**src/rtl/dma_xfer_counter.sv**
```systemverilog
module dma_xfer_counter #(
  parameter int AW = 32,
  parameter int CW = 32
) (
  input  logic          clk,
  input  logic          rst_n,
  input  logic [1:0]    mode,
  input  logic          xfer_done,
  input  logic          start,
  input  logic          load,
  input  logic [AW-1:0] load_addr,
  input  logic [CW-1:0] load_count,
  output logic [AW-1:0] addr,
  output logic [CW-1:0] count,
  output logic [1:0]    status,
  output logic          tc_irq
);
  localparam logic [1:0] ST_IDLE = 2'b00;
  localparam logic [1:0] ST_RUN  = 2'b11;
  localparam logic [1:0] ST_HALT = 2'b10;
  localparam logic [1:0] M_RELOAD = 2'b10;

  logic [AW-1:0] sh_addr;
  logic [CW-1:0] sh_count;

  wire step = (status == ST_RUN) && xfer_done && !start;
  wire hit  = step && (count == CW'(1));

  always_ff @(posedge clk or negedge rst_n) begin
    if (!rst_n) begin
      sh_addr  <= '0;
      sh_count <= '0;
      addr     <= '0;
      count    <= '0;
      status   <= ST_IDLE;
      tc_irq   <= 1'b0;
    end else begin
      if (load) begin
        sh_addr  <= load_addr;
        sh_count <= load_count;
      end
      tc_irq <= hit;
      if (start) begin
        addr   <= sh_addr;
        count  <= sh_count;
        status <= ST_RUN;
      end else if (step) begin
        if (hit && mode == M_RELOAD) begin
          addr  <= sh_addr;
          count <= sh_count;
        end else begin
          addr  <= addr + AW'(1);
          count <= count - CW'(1);
        end
        if (hit && mode[0]) status <= ST_HALT;
      end
    end
  end
endmodule


```
**config.mk**
```make
export PLATFORM = sky130hd
export DESIGN_NAME = dma_xfer_counter
export DESIGN_NICKNAME = d
export VERILOG_FILES = /design/src/rtl/dma_xfer_counter.sv
export SDC_FILE = /design/constraint.sdc
export NUM_CORES = 1
export LEC_CHECK = 0
export BUFFER_PORTS_ARGS = -buffer_cell sky130_fd_sc_hd__buf_2
export CAP_MARGIN = 10
export CORE_MARGIN = 5
export CORE_UTILIZATION = 50
export DETAILED_ROUTE_END_ITERATION = 12
export PLACE_DENSITY = 0.81
export SYNTH_ARGS = -nofsm -noshare
export SYNTH_HDL_FRONTEND = slang
export SYNTH_SLANG_ARGS = --single-unit
export TNS_END_PERCENT = 10
```
**constraint.sdc**
```tcl
create_clock -name clk -period 2.8 [get_ports clk]
set_clock_uncertainty 0.1 [all_clocks]
set_input_delay 0.42 -clock clk [delete_from_list [all_inputs] [get_ports clk]]
set_output_delay 0.42 -clock clk [all_outputs]
set_load 0.02 [all_outputs]
```
==> metrics.yaml <==
pwr:
  power.leakage_nw: 3.62
  power_density_mw_per_mm2: 667
  irDropWorstVdd_mv: 0.484
floorplanning:
  io_pins: 138
  core-area_mm2: 0.0132
  initial_core_util: 0.509
  die_h_um: 126
  die-area_mm2: 0.0158
  fp-row-count: 42
  die_w_um: 126
clocking:
  cts_buffers: 17
  cts_num_sinks: 131
  post_cts_buffers: 0
  clk_latency_ns: 0.43
  cts_tree: "yes"
  clock-root-buffer: "clkbuf_16"
  clk_pin_slew_ns: 0.06
  cts_max_level: 4
  clockBufferDepth: 2
sta:
  tightest_slew_ns: 0.800
  setup_slack_ns: 0.136
  period_needed_ns: 2.66
  clock.fmax_ghz: 0.375
  setup_violations: 0
  tns_ns: 0
  maxSlewViolCount: 0
  hold_viol_final: 0
  relSlewSlack: 0.465
  final.period_utilization: 0.951
  rsz0062_at_grt: "false"
critical_path:
  cpMaxStageDelayCell: "or4_4"
  worst_setup_path_end_kind: "flop"
  crit_chain: "or4_4, and4bb_2, nand4_4, and2_4, buf_4, a311o_1"
  cp-start-kind: "flop"
  cpPeakStageDelay_ns: 0.58
  path_delay_family: "simple AND/OR/NAND/NOR gates"
  r2r_start: "count[15]$_DFFE_PN0P_"
  crit_buf_inv: 1
  crit_type: "reg2reg"
  rrSetupSlack_ns: 0.14
  cp_max_fo: 47
  r2r-end: "count[6]$_DFFE_PN0P_"
  required_ns: 3.01
  crit_arrival_ns: 2.87
  reg2reg_depth: 6
min_path:
  min_path_cells: 2
  hold_end: "sh_count[3]$_DFFE_PN0P_"
  min-delay-start: "load_count[3]"
  hp-class: "in2reg"
grt:
  grt.total_usage: 0.238
  antenna_found_initial: 1
  grt_pass1_wl_um: 30300
  grt_pass1_vias: 5694
  grt_max_degree: 65
  gr-total-overflow: 0
placed_design:
  io_buffers: 137
  dp_slack_ns: 0.125
  placed_cells: 964
  hpwl_um: 13000
  dpl-instance-area_mm2: 0.00773
  gp_congestion: 0.929
cells_and_area:
  stdcell_count: 997
  fin_area_mm2: 0.00830
  nNetsFinal: 882
  fin_util: 0.629
  mostFrequentLayoutCells: "buf_2, dfrtp_1, nand2_1"
  drive_above_1_share: 0.348
  mostFrequentLayoutCell: "buf_2"
  synthToLayoutAreaGrowth_pct: 23.7
  diodes: 0
synthesis:
  ys_warn_count: 0
  async_reset_ff_frac: 1.00
  ys_ff_latch: 131
  synthFlopType: "dfrtp_1"
  synth_cells: 661
  yosysSeqAreaShare: 0.489
  syn_avg_cell_area_um2: 10.2
  yosys.area.top_type_share: 0.489
  yosysTopAreaCell: "dfrtp_1"
  syn_area_mm2: 0.00671
  synthTopCellsByArea: "dfrtp_1, mux2_2, nand2_1"
  ys_types: 65
  syn_nets: 735
  synth-edff-count: 0
detailed_routing:
  drtPass1Iterations: 5
  wl_per_cell_um: 18.9
  vias: 6064
  wl_um: 18800
  drc: 0
  detail-route-antenna-nets: 0
  drt_iter0_drc: 787
  viasPerCell: 6.08
job:
  drv_cap: 0
outcome:
  status: "finished, final reports clean"
==> worst max path at each step <==
stage | cells after the start | endpoint | from | slack [ns]
floorplan | 7 | addr[17]$_DFFE_PN0P_ | count[15]$_DFFE_PN0P_ | 0.24
global placement | 4 | count[27]$_DFFE_PN0P_ | count[22]$_DFFE_PN0P_ | 0.17
detailed placement | 6 | count[6]$_DFFE_PN0P_ | count[5]$_DFFE_PN0P_ | 0.13
CTS | 6 | count[6]$_DFFE_PN0P_ | count[7]$_DFFE_PN0P_ | 0.11
global route | 7 | count[13]$_DFFE_PN0P_ | count[15]$_DFFE_PN0P_ | 0.02
finish | 6 | count[6]$_DFFE_PN0P_ | count[15]$_DFFE_PN0P_ | 0.14
==> cell usage after synthesis (all sizes together), types with 5 or more instances <==
cell and count:
and2 5, o22a 12, a31oi 10, nand3 39, nor3 24, nor4 17, mux2 65, a21oi 30
nor2 36, a311o 9, nand4 11, dfrtp 131, o311ai 6, o22ai 7, mux2i 5, inv 16
a41oi 7, buf 15, o21ai 33, and3 11, or3 5, clkbuf 31, nand2 69, or4 9
a211oi 5
==> kinds of logic (layout without fill, tap and decap cells) <==
group / count (synthesis) / in the layout / synth area share
buffers and inverters: 62 / 222 / 0.0423
AO/OA/AOI/OAI: 150 / 150 / 0.156
flip-flops: 131 / 131 / 0.489
adder cells (fa/ha/maj): 3 / 3 / 0.00559
AND/OR/NAND/NOR: 242 / 242 / 0.187
XOR/XNOR: 3 / 3 / 0.00392
multiplexers: 70 / 70 / 0.117
==> flip-flops by register name (all words and copies together) (netlist names) <==
register and cells:
status 2, addr 32, sh_count 32, tc_irq 1, sh_addr 32, count 32
==> report_power, final <==
part | switching [mW] | total [mW] | leakage (nW) | internal [mW]
clock network | 0.821 | 2.04 | 0.272 | 1.22
logic | 0.620 | 1.08 | 1.81 | 0.456
registers | 0.289 | 2.42 | 1.53 | 2.13
==> worst register-to-register path, cell delays in order (launching register included) <==
cell and delay [ns]:
dfrtp_1 0.44, or4_4 0.58, and4bb_2 0.43, nand4_4 0.11, and2_4 0.33, buf_4 0.25
a311o_1 0.31
==> through the flow <==
stage | power [mW] | hold WS, ns
3_5_place_dp | 3.50 | 0.167
2_1_floorplan | 3.03 | 0.0244
5_1_grt | 5.76 | 0.116
3_3_place_gp | 3.47 | 0.163
6_report | 5.53 | 0.123
4_1_cts | 5.54 | 0.113
==> metal layers <==
| metal | track usage | part of all wire |
|---|---|---|
| met1 | 0.339 | 0.44 |
| met2 | 0.342 | 0.44 |
| met3 | 0.0610 | 0.087 |
| met4 | 0.109 | 0.031 |
| met5 | 0 | 0.00037 |
==> final cells by class <==
class | instances | area [um2]
multi-input combinational | 468 | 3170
clock buffer | 23 | 488
clock inverter | 9 | 55.1
sequential | 131 | 3280
inverter | 16 | 60.1
tap | 176 | 220
fill | 1109 | 4890
timing repair buffer | 174 | 1030
==> timing repair <==
item / in CTS / in global routing
hold buffers: 1 / 0
endpoints found under the setup margin: 0 / 9
gates resized for setup: 0 / 2
hold endpoints to repair: 7 / 0
Power figures use the tool's default switching activity.
